`src/rtl/shirq_pkg.sv`:
```
package shirq_pkg;
  localparam int DATA_W   = 32;
  localparam int ADDR_W   = 6;
  localparam int PIN_W    = 6;
  localparam int NUM_W    = 8;

  localparam logic [ADDR_W-1:0] A_MODE  = 6'h00;
  localparam logic [ADDR_W-1:0] A_POL   = 6'h01;
  localparam logic [ADDR_W-1:0] A_DUAL  = 6'h02;
  localparam logic [ADDR_W-1:0] A_SOFT  = 6'h03;
  localparam logic [ADDR_W-1:0] A_MCLR  = 6'h04;
  localparam logic [ADDR_W-1:0] A_MSET  = 6'h05;
  localparam logic [ADDR_W-1:0] A_MASK  = 6'h06;
  localparam logic [ADDR_W-1:0] A_PEND  = 6'h07;
  localparam int                MAP_BASE = 32;

  localparam int SOFT_SET_BIT = 31;
  localparam int MAP_PIN_BIT  = 31;
  localparam int MAP_NMI_BIT  = 30;
endpackage

```
`src/rtl/shirq_src.sv`:
```
module shirq_src #(
  parameter int SYNC_STAGES = 2
) (
  input  logic clk,
  input  logic rst_n,
  input  logic raw_in,
  input  logic mode_edge,
  input  logic pol_high,
  input  logic dual_edge,
  input  logic sw_set,
  input  logic sw_clr,
  output logic pending
);
  logic [SYNC_STAGES-1:0] sync_q;
  logic last_q;
  logic sticky_q;
  logic cur, rise, fall, evt;

  assign cur  = sync_q[SYNC_STAGES-1];
  assign rise = cur & ~last_q;
  assign fall = ~cur & last_q;

  always_comb begin
    if (dual_edge)     evt = rise | fall;
    else if (pol_high) evt = rise;
    else               evt = fall;
  end

  always_ff @(posedge clk or negedge rst_n) begin
    if (!rst_n) begin
      sync_q   <= '0;
      last_q   <= 1'b0;
      sticky_q <= 1'b0;
    end else begin
      sync_q <= {sync_q[SYNC_STAGES-2:0], raw_in};
      last_q <= cur;
      // a fresh edge wins over a simultaneous software clear
      if (!mode_edge)          sticky_q <= 1'b0;
      else if (evt || sw_set)  sticky_q <= 1'b1;
      else if (sw_clr)         sticky_q <= 1'b0;
    end
  end

  assign pending = mode_edge ? sticky_q : (pol_high ? cur : ~cur);
endmodule

```
`src/rtl/shirq_route.sv`:
```
module shirq_route #(
  parameter int NUM_SRC = 32,
  parameter int NUM_PIN = 8,
  parameter int PIN_W   = 6
) (
  input  logic [NUM_SRC-1:0]            active,
  input  logic [NUM_SRC-1:0]            pin_en,
  input  logic [NUM_SRC-1:0][PIN_W-1:0] pin_sel,
  input  logic [NUM_SRC-1:0]            nmi_src,
  output logic [NUM_PIN-1:0]            pin_hit,
  output logic                          nmi_hit
);
  for (genvar p = 0; p < NUM_PIN; p++) begin : g_pin
    always_comb begin
      pin_hit[p] = 1'b0;
      for (int i = 0; i < NUM_SRC; i++) begin
        if (active[i] && pin_en[i] && (pin_sel[i] == PIN_W'(p)))
          pin_hit[p] = 1'b1;
      end
    end
  end

  assign nmi_hit = |nmi_src;
endmodule

```
`src/rtl/shirq_bank.sv`:
```
module shirq_bank
  import shirq_pkg::*;
#(
  parameter int NUM_SRC     = 32,
  parameter int NUM_PIN     = 8,
  parameter int SYNC_STAGES = 2
) (
  input  logic                 clk,
  input  logic                 rst_n,
  input  logic                 bus_wr,
  input  logic                 bus_rd,
  input  logic [ADDR_W-1:0]    bus_addr,
  input  logic [DATA_W-1:0]    bus_wdata,
  output logic [DATA_W-1:0]    bus_rdata,
  input  logic [NUM_SRC-1:0]   irq_in,
  output logic [NUM_PIN-1:0]   irq_pin,
  output logic                 irq_nmi
);
  localparam int IDX_W = (NUM_SRC > 1) ? $clog2(NUM_SRC) : 1;

  logic [NUM_SRC-1:0]            mode_q, pol_q, dual_q, mask_q;
  logic [NUM_SRC-1:0]            pin_en_q, nmi_en_q;
  logic [NUM_SRC-1:0][PIN_W-1:0] pin_sel_q;
  logic [NUM_SRC-1:0]            pend_w, sw_set, sw_clr;
  logic [NUM_PIN-1:0]            pin_hit;
  logic                          nmi_hit;
  logic                          soft_wr, map_hit;
  logic [IDX_W-1:0]              map_idx;
  logic [NUM_W-1:0]              sw_num;
  logic [DATA_W-1:0]             rd_mux;

  assign soft_wr = bus_wr && (bus_addr == A_SOFT);
  assign sw_num  = bus_wdata[NUM_W-1:0];
  assign map_hit = (int'(bus_addr) >= MAP_BASE) && (int'(bus_addr) < MAP_BASE + NUM_SRC);
  assign map_idx = IDX_W'(bus_addr - ADDR_W'(MAP_BASE));

  for (genvar i = 0; i < NUM_SRC; i++) begin : g_src
    assign sw_set[i] = soft_wr &&  bus_wdata[SOFT_SET_BIT] && (sw_num == NUM_W'(i));
    assign sw_clr[i] = soft_wr && !bus_wdata[SOFT_SET_BIT] && (sw_num == NUM_W'(i));
    shirq_src #(.SYNC_STAGES(SYNC_STAGES)) u_src (
      .clk       (clk),
      .rst_n     (rst_n),
      .raw_in    (irq_in[i]),
      .mode_edge (mode_q[i]),
      .pol_high  (pol_q[i]),
      .dual_edge (dual_q[i]),
      .sw_set    (sw_set[i]),
      .sw_clr    (sw_clr[i]),
      .pending   (pend_w[i])
    );
  end

  always_ff @(posedge clk or negedge rst_n) begin
    if (!rst_n) begin
      mode_q    <= '0;
      pol_q     <= '1;
      dual_q    <= '0;
      mask_q    <= '0;
      pin_en_q  <= '0;
      nmi_en_q  <= '0;
      pin_sel_q <= '0;
    end else if (bus_wr) begin
      case (bus_addr)
        A_MODE: mode_q <= bus_wdata[NUM_SRC-1:0];
        A_POL:  pol_q  <= bus_wdata[NUM_SRC-1:0];
        A_DUAL: dual_q <= bus_wdata[NUM_SRC-1:0];
        A_MCLR: mask_q <= mask_q & ~bus_wdata[NUM_SRC-1:0];
        A_MSET: mask_q <= mask_q |  bus_wdata[NUM_SRC-1:0];
        default: begin
          if (map_hit) begin
            pin_en_q[map_idx]  <= bus_wdata[MAP_PIN_BIT];
            nmi_en_q[map_idx]  <= bus_wdata[MAP_NMI_BIT];
            pin_sel_q[map_idx] <= bus_wdata[PIN_W-1:0];
          end
        end
      endcase
    end
  end

  always_comb begin
    rd_mux = '0;
    case (bus_addr)
      A_MODE: rd_mux[NUM_SRC-1:0] = mode_q;
      A_POL:  rd_mux[NUM_SRC-1:0] = pol_q;
      A_DUAL: rd_mux[NUM_SRC-1:0] = dual_q;
      A_MASK: rd_mux[NUM_SRC-1:0] = mask_q;
      A_PEND: rd_mux[NUM_SRC-1:0] = pend_w;
      default: begin
        if (map_hit) begin
          rd_mux[MAP_PIN_BIT] = pin_en_q[map_idx];
          rd_mux[MAP_NMI_BIT] = nmi_en_q[map_idx];
          rd_mux[PIN_W-1:0]   = pin_sel_q[map_idx];
        end
      end
    endcase
  end

  shirq_route #(.NUM_SRC(NUM_SRC), .NUM_PIN(NUM_PIN), .PIN_W(PIN_W)) u_route (
    .active  (pend_w & mask_q),
    .pin_en  (pin_en_q),
    .pin_sel (pin_sel_q),
    .nmi_src (pend_w & nmi_en_q),
    .pin_hit (pin_hit),
    .nmi_hit (nmi_hit)
  );

  always_ff @(posedge clk or negedge rst_n) begin
    if (!rst_n) begin
      bus_rdata <= '0;
      irq_pin   <= '0;
      irq_nmi   <= 1'b0;
    end else begin
      if (bus_rd) bus_rdata <= rd_mux;
      irq_pin <= pin_hit;
      irq_nmi <= nmi_hit;
    end
  end
endmodule

```
`config.mk`:
```
export PLATFORM = sky130hd
export DESIGN_NAME = shirq_bank
export DESIGN_NICKNAME = d
export VERILOG_FILES = /design/src/rtl/shirq_pkg.sv /design/src/rtl/shirq_src.sv /design/src/rtl/shirq_route.sv /design/src/rtl/shirq_bank.sv
export SDC_FILE = /design/constraint.sdc
export NUM_CORES = 1
export LEC_CHECK = 0
export BUFFER_PORTS_ARGS = -buffer_cell sky130_fd_sc_hd__buf_4
export CORE_MARGIN = 1
export CORE_UTILIZATION = 50
export CTS_BUF_LIST = sky130_fd_sc_hd__clkbuf_4
export DETAILED_ROUTE_END_ITERATION = 6
export MAX_ROUTING_LAYER = met4
export PLACE_DENSITY = 0.67
export REMOVE_ABC_BUFFERS = 1
export SKIP_CTS_REPAIR_TIMING = 1
export SYNTH_ARGS = -nofsm -noshare
export SYNTH_HDL_FRONTEND = slang
export SYNTH_HIERARCHICAL = 1
export SYNTH_SLANG_ARGS = --single-unit
```
`constraint.sdc`:
```
create_clock -name clk -period 5.1 [get_ports clk]
set_input_delay 1.02 -clock clk [delete_from_list [all_inputs] [get_ports clk]]
set_output_delay 1.02 -clock clk [all_outputs]
set_load 0.005 [all_outputs]
```
Yosys cells after proc, flatten, opt, wreduce, memory -nomap -nowiden
Index checks and enable logic that the tools add are counted.

Register bits after elaboration: 553. Input bits: 74. Output and inout port bits: 41. Logic and storage cells: 1531.

Add/sub/neg operators: 1. Order comparisons: 3. Equal/unequal tests: 294. Multiplexer cells: 499. Bitwise gates (word level): 166. Reduce and logical (&&, ||, !) cells: 431.

Operators with widths (count): 6-bit by 3-bit == test with 1-bit output (second input constant) (132); 1-bit 2-to-1 mux (483); 6-bit by 2-bit == test with 1-bit output (second input constant) (66); 1-bit logical AND (356); 6-bit by 1-bit == test with 1-bit output (second input constant) (33); 6-bit logical NOT (33); 192-bit bitwise mux (1); 8-bit by 5-bit == test with 1-bit output (second input constant) (16); 24-bit one-hot mux with 5 select lines (1); 32-bit AND (3); 3-bit by 1-bit inequality test with 1-bit output (second input constant) (32); 1-bit NOT (65); 1-bit AND (64); 32-bit bitwise mux (2); 8-bit by 4-bit == test with 1-bit output (second input constant) (8); 32-bit one-hot mux with 2 select lines (1); 8-bit by 3-bit == test with 1-bit output (second input constant) (4); 1-bit logical OR (32); 32-bit NOT (1); 1-bit bitwise OR (32); 32-bit bitwise OR (1); 32-bit OR reduction (1); 6-bit binary-select mux with 5-bit select (1); 6-bit demux with 5-bit select (1); 18 further kinds (25).

Depth between registers and ports, before layout
Gate-level depths: netlist of run 1.

Depth after elaboration: 38. Gate-level depth with buffers: 9. Gate-level depth less buffers: 8.

Hierarchy
Netlist of run 1, hierarchy kept.

By module, submodules not included: shirq_bank (instances 1, cells each 1487, area an instance 19670.1 µm², sequential area each 10675.2 µm²); shirq_src (instances 32, cells each 17, area an instance 186.4 µm², sequential area each 100.1 µm²); shirq_route (instances 1, cells each 517, area an instance 3347.0 µm², sequential area each 0.0 µm²).

Worst setup path after synthesis of run 1
No wires, ideal clock.

Kind: in2reg. From: in bus_addr[1]. To: reg g_src[15].u_src.sticky_q. Library setup time: 0.124 ns. Arrival: 2.613 ns. Required time: 4.976 ns. Path slack: 2.363 ns. Stages on the path: 9. Buffers on the path: 2. Cell sequence: buf_4 > nand2_1 > nor4_1 > and4b_1 > nand2_1 > clkbuf_1 > nor2_1 > o22ai_1 > o31a_1.

Elaborated cells between the ends (all ways): 10. Those cells by class: eq/ne (2); mux (2); reduce/logical (6).

RTL lines: from (decl) (line shirq_bank.sv:12) `input logic [ADDR_W-1:0] bus_addr,`; 6-bit by 2-bit == test with 1-bit output (line shirq_bank.sv:32) `assign soft_wr = bus_wr && (bus_addr == A_SOFT);`; 1-bit logical AND (line shirq_bank.sv:32); 1-bit logical AND (2 in series) (line shirq_bank.sv:39) `assign sw_clr[i] = soft_wr && !bus_wdata[SOFT_SET_BIT] && (sw_num == NUM_W'(i));`; via sw_clr[15] (line shirq_bank.sv:24) `logic [NUM_SRC-1:0] pend_w, sw_set, sw_clr;`; 3-bit by 1-bit inequality test with 1-bit output (no line); to (signal assigned) (line shirq_src.sv:38) `if (!mode_edge) sticky_q <= 1'b0;`; to (signal assigned) (line shirq_src.sv:39) `else if (evt || sw_set) sticky_q <= 1'b1;`; to (signal assigned) (line shirq_src.sv:40) `else if (sw_clr) sticky_q <= 1'b0;`; to (decl) (line shirq_src.sv:16) `logic sticky_q;`.

The timed path passes the listed nets, and every way through them passes these cells. A chain may end at the register's enable or synchronous reset.

Worst setup path after layout of run 1
From: reg pol_q[20]. To: reg irq_pin[1].

Longest elaborated chain between the ends: 17.

Ends and longest elaborated chain: from (decl) (line shirq_bank.sv:21) `logic [NUM_SRC-1:0] mode_q, pol_q, dual_q, mask_q;`; from (signal assigned) (line shirq_bank.sv:65) `A_POL: pol_q <= bus_wdata[NUM_SRC-1:0];`; 1-bit 2-to-1 mux (2 in series) (line shirq_src.sv:44) `assign pending = mode_edge ? sticky_q : (pol_high ? cur : ~cur);`; via pend_w[20] (line shirq_bank.sv:24); 32-bit AND (line shirq_bank.sv:99) `.active (pend_w & mask_q),`; 1-bit logical AND (2 in series) (line shirq_route.sv:17) `if (active[i] && pin_en[i] && (pin_sel[i] == PIN_W'(p)))`; 1-bit 2-to-1 mux (12 in series) (line shirq_route.sv:17); via pin_hit[1] (line shirq_bank.sv:25) `logic [NUM_PIN-1:0] pin_hit;`; to (signal assigned) (line shirq_bank.sv:114) `irq_pin <= pin_hit;`; to (decl) (line shirq_bank.sv:16) `output logic [NUM_PIN-1:0] irq_pin,`.

The timed path passes the listed nets, and every way through them passes these cells.

==> results of run 1 <==
[power by group through the flow]
| stage | clock (mW) | combinational, mW | sequential, mW |
|---|---|---|---|
| 2_1_floorplan | 0 | 0.939 | 5.29 |
| 3_3_place_gp | 0 | 1.51 | 5.53 |
| 3_5_place_dp | 0 | 1.55 | 5.56 |
| 4_1_cts | 4.29 | 1.56 | 5.48 |
| 5_1_grt | 4.55 | 1.69 | 5.55 |
| 6_report | 4.22 | 1.58 | 5.50 |
[cell type report]
cell class	count	area [µm²]
diodes	9	22.52
clock buffers	239	1794
clock inverters	33	246.5
fillers	4855	24160
inverters	143	536.8
multi-input cells	1742	14070
flip-flops and latches	553	13880
well taps	756	945.9
repair buffers	147	1171
[kinds of logic after synthesis]
logic type / share of synthesized area, %
simple gates: 15.86
flops: 47.88
mux: 20.25
xor+xnor: 0.9670
buf+inv: 3.657
fa+ha+maj: 2.763
compound gates: 8.621
[cell usage after synthesis (all sizes together), types with 20 or more instances]
cell    count  share of area, %
a222oi     31               1.1
nand3      45              0.79
buf        48               1.0
inv       143               1.9
o21ai      65               1.1
xor2       32              0.97
mux4       44               3.4
nor2      208               2.9
nor2b      30              0.65
nand2b     20              0.43
ha         64               2.8
nor3       45              0.82
and2       67               1.4
a22oi      36              0.93
or4        23              0.61
dfstp      32               2.9
clkbuf     62              0.80
a31oi      35              0.76
nor4       52               1.1
nand2     139               1.9
mux2i      53               1.8
mux2      386                15
dfrtp     521                45
o31a       33               1.0
o22ai      67               1.4
nand4      45              0.99
[flip-flops by register name (all words and copies together) (netlist names), named ones only]
| name | count |
|---|---|
| pin_sel_q | 192 |
| g_src.u_src/sync_q | 64 |
| bus_rdata | 32 |
| dual_q | 32 |
| g_src.u_src/last_q | 32 |
| g_src.u_src/sticky_q | 32 |
| mode_q | 32 |
| nmi_en_q | 32 |
| pin_en_q | 32 |
| pol_q | 32 |
| irq_pin | 8 |
| irq_nmi | 1 |
[worst max-delay path by stage]
stage | startpoint | to | slack [ps] | cells past startpoint
2_1_floorplan | bus_addr[5] | mode_q[10] | 1450 | 4
3_3_place_gp | bus_addr[2] | bus_rdata[4] | 1480 | 8
3_5_place_dp | bus_addr[5] | pol_q[28] | 1380 | 5
4_1_cts | pol_q[20] | irq_pin[1] | 1610 | 8
5_1_grt | pol_q[20] | irq_pin[1] | 1370 | 8
6_report | pol_q[20] | irq_pin[1] | 1530 | 8
[per-layer routing]
metal,up-vias,track usage [%],share of wire [%],routed length (µm)
met5,-,-,0,0
met4,0,21.70,6.0,6336
met3,301,7.441,7.6,7939
met2,1196,56.91,47,49270
met1,11910,45.52,39,41480
li1,9967,-,-,-
[critical path: cells and delay by family, from the launching register on]
family,cells,cell delay [ps]
AOI/OAI and AO/OA,1,220
and+or+nand+nor,6,2420
DFF,1,570
xor gates and xnor gates,1,160
[cell usage in the layout (no fill, tap or decap), types with 32 or more instances in the layout]
cell,count
buf_4,140
mux2_1,32
clkbuf_4,239
mux4_2,44
nor3_1,44
xor2_1,32
nor2_1,184
o31a_1,33
nand4_1,44
a31oi_1,35
o21ai_0,65
o22ai_1,67
mux2i_1,53
and2_1,66
ha_1,64
dfstp_2,32
mux2_2,354
dfrtp_1,521
nor4_1,52
nand2_1,132
a22oi_1,36
inv_1,143
nand3_1,43
[through the flow]
stage / setup slack (ps) / instance area (µm²) / std cells / power, mW / utilization, %
after detailed placement: 1378 / 30600 / 3341 / 7.105 / 53.85
after global placement: 1477 / 30600 / 3340 / 7.038 / 53.84
after floorplan: 1448 / 28460 / 2438 / 6.232 / -
final: 1529 / 32660 / 3622 / 11.30 / 57.48
after CTS: 1608 / 32640 / 3613 / 11.33 / 57.44
after global routing: 1366 / 32660 / 3620 / 11.79 / 57.48
==> results.py, run 1 <==
metrics = {
    "run_status": {
        "status": "complete, but fails checks",
        "violations": "design-rule violations",
    },
    "pwr": {
        "ir_drop_mv": 0.2888,
        "pwr-share-comb_pct": 14.0,
        "power.density_nw_per_um2": 345.9,
        "netSwitchingFraction_pct": 30.21,
        "p_leak_nw": 14.54,
        "internal-power_mw": 7.884,
        "switching_power_mw": 3.413,
        "power_frac_clock_pct": 37.3,
        "p_seq_share_pct": 48.7,
    },
    "critical_path": {
        "timing.rr.start": "pol_q[20]",
        "path_max_fanout": 4,
        "r2r_slack_ps": 1530,
        "r2r_end": "irq_pin[1]",
        "arrival_ps": 4380,
        "cp_cell_sequence": "xor2_1 -> o21ai_0 -> and2_1 -> and3_2 -> nor3b_1 -> or4b_2 -> nor4_1 -> nand4_1",
        "worstSetupEndpointType": "flip-flop",
        "critPathLaunchType": "flip-flop",
        "cp.required_ps": 5910,
        "cp_slowest_cell": "nor4_1",
        "r2r_cells": 8,
        "cp_slowest_stage_delay_ps": 740,
        "critPathKind": "reg2reg",
    },
    "timing": {
        "max_slew_margin_pct": 4.680,
        "tns_ps": 0,
        "hold_ws_ps": 41.25,
        "rsz0062_at_grt": "false",
        "hold_violations": 0,
        "skew_ps": 62.89,
        "worst-slew-pin-transition_ps": 1411,
        "fmax_mhz": 280.1,
        "report.final.slew_viol_count": 0,
        "post-route-min-period_ps": 3571,
        "setup_viol": 0,
        "fin_crit_sh_pct": 70.01,
    },
    "logic_synthesis": {
        "ys_ff_latch": 553,
        "syn_inst": 2548,
        "synth_async_sr_flop_share_pct": 100.0,
        "synth.distinct_cells": 81,
        "synth_edf_count": 0,
        "synth_warnings": 6,
        "seq_area_frac_synth_pct": 47.88,
        "syn-cell-area_um2": 28980,
        "syn_avg_cell_area_um2": 11.37,
        "synthFlopType": "dfrtp_1",
    },
    "clock_network": {
        "cts_tree": "done",
        "cts_num_sinks": 553,
        "cts_buffers": 150,
        "htree_num_levels": 4,
        "clk_latency_ps": 1030,
        "root_buffer": "clkbuf_4",
        "clockBufferDepth": 3,
        "path_clk_slew_ps": 60,
    },
    "global_route": {
        "grt_max_degree": 123,
        "grt_overflow_total": 0,
        "first_global_vias": 23450,
        "grtUsageTotal_pct": 37.08,
        "grt_pass1_wl_um": 155300,
        "antenna_found_initial": 4,
    },
    "place": {
        "hpwl_um": 76120,
        "gp_congestion": 1.054,
        "port_buffers": 114,
    },
    "drt": {
        "viasPerCell": 6.454,
        "drtAntennaViolNets": 0,
        "first_iter_violations": 2328,
        "num_vias": 23380,
        "drc": 1,
        "postRouteWirelength_um": 105000,
        "wl_per_cell_um": 28.99,
        "first_pass_iters": 7,
    },
    "finish": {
        "final_nets": 2875,
        "area_delta_synth_final_pct": 12.70,
        "drive_above_1_share_pct": 31.15,
    },
    "die": {
        "dieArea_um2": 58930,
        "die_w_um": 242.8,
        "ios": 115,
        "initial_utilization_pct": 51.01,
        "die_h_um": 242.8,
        "rows": 87,
        "fp.coreArea_um2": 56820,
    },
    "job": {
        "drv_cap": 0,
    },
    "worst_hold_path": {
        "holdCritPathClass": "in2async",
    },
}
(Power assumes the default switching activity.)
==> inputs of run 2 (changes only) <==
- clock period: 5.1 -> 3.55 ns (I/O delays scaled with it)
==> results.py, run 2 (same netlist as run 1, synthesis figures left out) <==
metrics = {
    "finish": {
        "drive_above_1_share_pct": 31.62,
        "top_register": "pin_sel_q",
        "reg_top3": "pin_sel_q (192), g_src.u_src/sync_q (64)",
        "final_nets": 2994,
        "layout.cells.most_common": "dfrtp_1",
        "most-common-layout-cells": "521 x dfrtp_1, 354 x mux2_2, 224 x clkbuf_4, 197 x buf_4, 184 x nor2_1",
        "area_delta_synth_final_pct": 16.25,
        "num-fill-cells": 4815,
        "largest_reg_flops": 192,
    },
    "die": {
        "ios": 115,
        "initial_utilization_pct": 51.01,
        "dieArea_um2": 58930,
        "fp.coreArea_um2": 56820,
        "die_h_um": 242.8,
        "die_w_um": 242.8,
        "rows": 87,
    },
    "timing": {
        "post-route-min-period_ps": 3309,
        "worst-slew-pin-transition_ps": 1094,
        "skew_ps": 45.73,
        "setup_viol": 0,
        "tns_ps": 0,
        "report.final.slew_viol_count": 0,
        "hold_violations": 0,
        "fmax_mhz": 302.2,
        "max_slew_margin_pct": 27.05,
        "fin_crit_sh_pct": 93.20,
        "rsz0062_at_grt": "false",
    },
    "drt": {
        "postRouteWirelength_um": 108300,
        "wl_per_cell_um": 29.11,
        "route.met3.wl_um": 8699,
        "drc": 0,
        "num_vias": 23860,
        "drtAntennaViolNets": 0,
        "highest_layer": "met4",
        "wl_met2_um": 50630,
        "first_pass_iters": 6,
        "first_iter_violations": 2471,
        "viasPerCell": 6.410,
        "met1_length_um": 42240,
    },
    "critical_path": {
        "worstSetupEndpointType": "flip-flop",
        "path_max_fanout": 4,
        "critPathLaunchType": "flip-flop",
        "arrival_ps": 4180,
        "cp.required_ps": 4420,
        "critPathKind": "reg2reg",
    },
    "place": {
        "hpwl_um": 79190,
        "gp_congestion": 1.058,
        "port_buffers": 114,
    },
    "clock_network": {
        "root_buffer": "clkbuf_4",
        "htree_num_levels": 4,
        "clockBufferDepth": 3,
        "path_clk_slew_ps": 60,
        "cts_num_sinks": 553,
        "cts_buffers": 149,
        "clk_latency_ps": 1020,
        "cts_tree": "done",
    },
    "pwr": {
        "pwr-share-comb_pct": 14.7,
        "power_frac_clock_pct": 36.7,
        "netSwitchingFraction_pct": 30.36,
        "finalPower_mw": 16.23,
        "ir_drop_mv": 0.3745,
        "p_leak_nw": 15.06,
        "power.density_nw_per_um2": 481.8,
        "switching_power_mw": 4.928,
        "internal-power_mw": 11.31,
        "p_seq_share_pct": 48.5,
    },
    "global_route": {
        "grt_pass1_wl_um": 158400,
        "grt_max_degree": 80,
        "grtUsageTotal_pct": 37.98,
        "first_global_vias": 23600,
        "grt_overflow_total": 0,
        "antenna_found_initial": 7,
    },
    "worst_hold_path": {
        "holdCritPathClass": "in2reg",
    },
    "job": {
        "drv_cap": 0,
    },
    "run_status": {
        "status": "complete, no violations",
    },
}
==> run 2: cell count changes in the layout (fill, tap and decap cells not counted), sizes merged <==
cell         change
bufinv           +1
inv              +2
clkbuf          -15
clkinvlp         -1
diode            -3
buf             +63
dlygate4sd3     +57
clkinv           -4
==> run 2: per-stage QoR <==
stage / utilization (%) / hold slack, ps / std cells / cell area, µm² / worst slack (ps)
floorplan: - / 331.2 / 2438 / 28460 / 207.5
global placement: 54.84 / 332.7 / 3404 / 31160 / 336.4
detailed placement: 54.84 / 334.7 / 3404 / 31160 / 333.6
CTS: 58.26 / -352.7 / 3659 / 33110 / 322.5
global route: 59.29 / 118.8 / 3722 / 33690 / 183.5
finish: 59.29 / 133.4 / 3722 / 33690 / 241.4
==> run 2: final timing paths <==
path | start | to | slack, ps | cells after the start
max | pol_q[28] | irq_pin[0] | 240 | 8
min | bus_addr[5] | bus_rdata[4] | 130 | 3
max reg2reg | pol_q[28] | irq_pin[0] | 240 | 8
min reg2reg | g_src[11].u_src/sync_q[0] | g_src[11].u_src/sync_q[1] | 350 | 0
max in group asynchronous | rst_n | pol_q[27] | 2180 | 3
min in group asynchronous | rst_n | pin_sel_q[18] | 280 | 2
==> run 2: power groups by stage <==
stage | Sequential (mW) | Combinational (mW) | Clock [mW]
floorplan | 7.60 | 1.35 | 0
global route | 7.96 | 2.56 | 6.41
CTS | 7.84 | 2.32 | 6.07
detailed placement | 7.95 | 2.30 | 0
finish | 7.88 | 2.39 | 5.96
global placement | 7.92 | 2.25 | 0
==> run 2: area by class of cell <==
cell class	instances	area (µm²)	area share, %
Antenna cell	6	15.01	0.04456
Clock buffer	224	1682	4.991
Clock inverter	31	260.3	0.7725
Inverter	143	536.8	1.593
Multi-Input combinational cell	1742	14070	41.76
Sequential cell	553	13880	41.19
Tap cell	756	945.9	2.808
Timing Repair Buffer	267	2305	6.841
==> run 2: layer usage <==
| layer | vias up | global-route usage, % |
|---|---|---|
| met3 | 310 | 7.640 |
| met4 | 0 | 21.86 |
| met2 | 1181 | 57.64 |
| met1 | 12210 | 47.34 |
| met5 | - | - |
| li1 | 10160 | - |
==> run 2: worst max-delay path, cell delays in order, from the launching register on <==
cell and delay (ps):
dfstp_2 570, xor2_1 140, o21ai_0 220, and2_1 270
or4bb_1 270, nor2_1 100, a2111oi_0 880, nand3_1 200
or4_1 500
==> inputs of run 3 (changes only) <==
--- a/config.mk
+++ b/config.mk
@@ -9,3 +9,3 @@
 export CORE_MARGIN = 1
-export CORE_UTILIZATION = 50
+export CORE_UTILIZATION = 60
 export CTS_BUF_LIST = sky130_fd_sc_hd__clkbuf_4
@@ -13,3 +13,3 @@
 export MAX_ROUTING_LAYER = met4
-export PLACE_DENSITY = 0.67
+export PLACE_DENSITY = 0.78
 export REMOVE_ABC_BUFFERS = 1
--- a/constraint.sdc
+++ b/constraint.sdc
@@ -3,2 +3,2 @@
 set_output_delay 0.71 -clock clk [all_outputs]
-set_load 0.005 [all_outputs]
+set_load 0.05 [all_outputs]
==> results.py, run 3 (same netlist as run 1, synthesis figures left out) <==
metrics = {
    "timing": {
        "skew_ps": 84.21,
        "finalWorstSetupSlack_ps": 377.9,
        "rsz0062_at_grt": "false",
        "fmax_mhz": 315.2,
        "report.final.slew_viol_count": 0,
        "hold_violations": 0,
        "post-route-min-period_ps": 3172,
        "worst-slew-pin-transition_ps": 1099,
        "max_slew_margin_pct": 26.03,
        "tns_ps": 0,
        "setup_viol": 0,
        "fin_crit_sh_pct": 89.36,
        "hold_ws_ps": 156.5,
    },
    "place": {
        "placed_cell_area_um2": 30900,
        "gp_congestion": 1.064,
        "dp_cells": 3250,
        "port_buffers": 114,
        "post-place-ws_ps": 163.0,
        "hpwl_um": 75120,
    },
    "clock_network": {
        "htree_num_levels": 4,
        "cts_num_sinks": 553,
        "cts_buffers": 145,
        "clockBufferDepth": 3,
        "path_clk_slew_ps": 60,
        "root_buffer": "clkbuf_4",
        "cts_tree": "done",
        "clk_latency_ps": 1020,
    },
    "global_route": {
        "grt_max_degree": 91,
        "grt_pass1_wl_um": 152000,
        "first_global_vias": 23910,
        "antenna_found_initial": 8,
        "grt_overflow_total": 0,
        "grtUsageTotal_pct": 43.87,
    },
    "finish": {
        "final_nets": 2977,
        "drive_above_1_share_pct": 31.23,
        "area_delta_synth_final_pct": 15.24,
        "top_register": "pin_sel_q",
        "most-common-layout-cells": "521 x dfrtp_1, 354 x mux2_2, 222 x clkbuf_4, 184 x nor2_1, 183 x buf_4",
        "largest_reg_flops": 192,
        "utilization_pct": 70.10,
        "instances_no_fill": 3567,
        "layout.cells.most_common": "dfrtp_1",
        "reg_top3": "pin_sel_q (192), g_src.u_src/sync_q (64)",
        "postLayoutCellArea_um2": 33400,
    },
    "critical_path": {
        "cp_slowest_cell": "a2111oi_0",
        "crit_cells": 8,
        "cp.required_ps": 4410,
        "worstSetupEndpointType": "flip-flop",
        "cp_slowest_stage_delay_ps": 590,
        "arrival_ps": 4030,
        "r2r_cells": 8,
        "critPathKind": "reg2reg",
        "path_max_fanout": 4,
        "critPathLaunchType": "flip-flop",
        "path_delay_family": "simple AND/OR/NAND/NOR gates",
        "cp_cell_sequence": "xor2_1 -> o21ai_0 -> and2_1 -> nand4b_1 -> nor2_1 -> a2111oi_0 -> nand4_1 -> or4_1",
        "critPathBufInv": 0,
    },
    "drt": {
        "num_vias": 24360,
        "drc": 0,
        "viasPerCell": 6.828,
        "first_pass_iters": 6,
        "wl_per_cell_um": 29.60,
        "drtAntennaViolNets": 0,
        "postRouteWirelength_um": 105600,
        "first_iter_violations": 2790,
    },
    "pwr": {
        "p_leak_nw": 14.98,
        "finalPower_mw": 16.29,
        "power.density_nw_per_um2": 487.7,
        "ir_drop_mv": 0.4481,
    },
    "die": {
        "fp.coreArea_um2": 47650,
        "ios": 115,
        "initial_utilization_pct": 60.83,
        "dieArea_um2": 49190,
        "rows": 80,
        "die_w_um": 221.8,
        "die_h_um": 221.8,
    },
    "job": {
        "drv_cap": 0,
    },
    "run_status": {
        "status": "complete, no violations",
    },
    "worst_hold_path": {
        "whs_path_depth": 2,
        "holdCritPathClass": "in2reg",
    },
}
==> run 3: changes by cell type in the layout (fill, tap and decap cells not counted), sizes merged <==
cell    before  now
buf        210  197
diode        6    9
clkbuf     224  222
inv        150  148
==> run 3: final timing paths <==
| kind | startpoint | to | slack (ps) |
|---|---|---|---|
| max in group asynchronous | rst_n | pol_q[21] | 2300 |
| worst max-delay path | pol_q[25] | irq_pin[2] | 380 |
| min in group asynchronous | rst_n | bus_rdata[1] | 250 |
| worst min-delay path | bus_wdata[2] | mode_q[2] | 160 |
| worst min register to register | g_src[27].u_src/sync_q[0] | g_src[27].u_src/sync_q[1] | 340 |
| worst max register to register | pol_q[25] | irq_pin[2] | 380 |
==> run 3: where the power goes <==
| part | switching, mW | total, mW | internal [mW] |
|---|---|---|---|
| Clock | 2.75 | 5.88 | 3.13 |
| Sequential | 0.902 | 7.89 | 6.99 |
| Combinational | 1.37 | 2.52 | 1.15 |
==> run 3: per-layer routing <==
layer | vias to the layer above | track usage [%] | share of wire [%]
met2 | 1610 | 66.67 | 47
met4 | 0 | 28.43 | 7.0
li1 | 10160 | - | -
met1 | 12140 | 52.12 | 37
met3 | 449 | 11.12 | 9.6
met5 | - | - | 0
==> run 3: worst reg2reg max path: cells and delay by family (launching register included) <==
kind            cells  cell delay, ps
xor+xnor            1             140
compound gates      2             790
simple gates        5            1540
flops               1             580
==> run 3: area by class of cell <==
type                    count  area (µm²)
diodes                      9       22.52
clock buffers             222        1667
clock inverters            29       239.0
fillers                  3388       14240
inverters                 143       536.8
multi-input cells        1742       14070
flip-flops and latches    553       13880
well taps                 615       769.5
repair buffers            254        2220
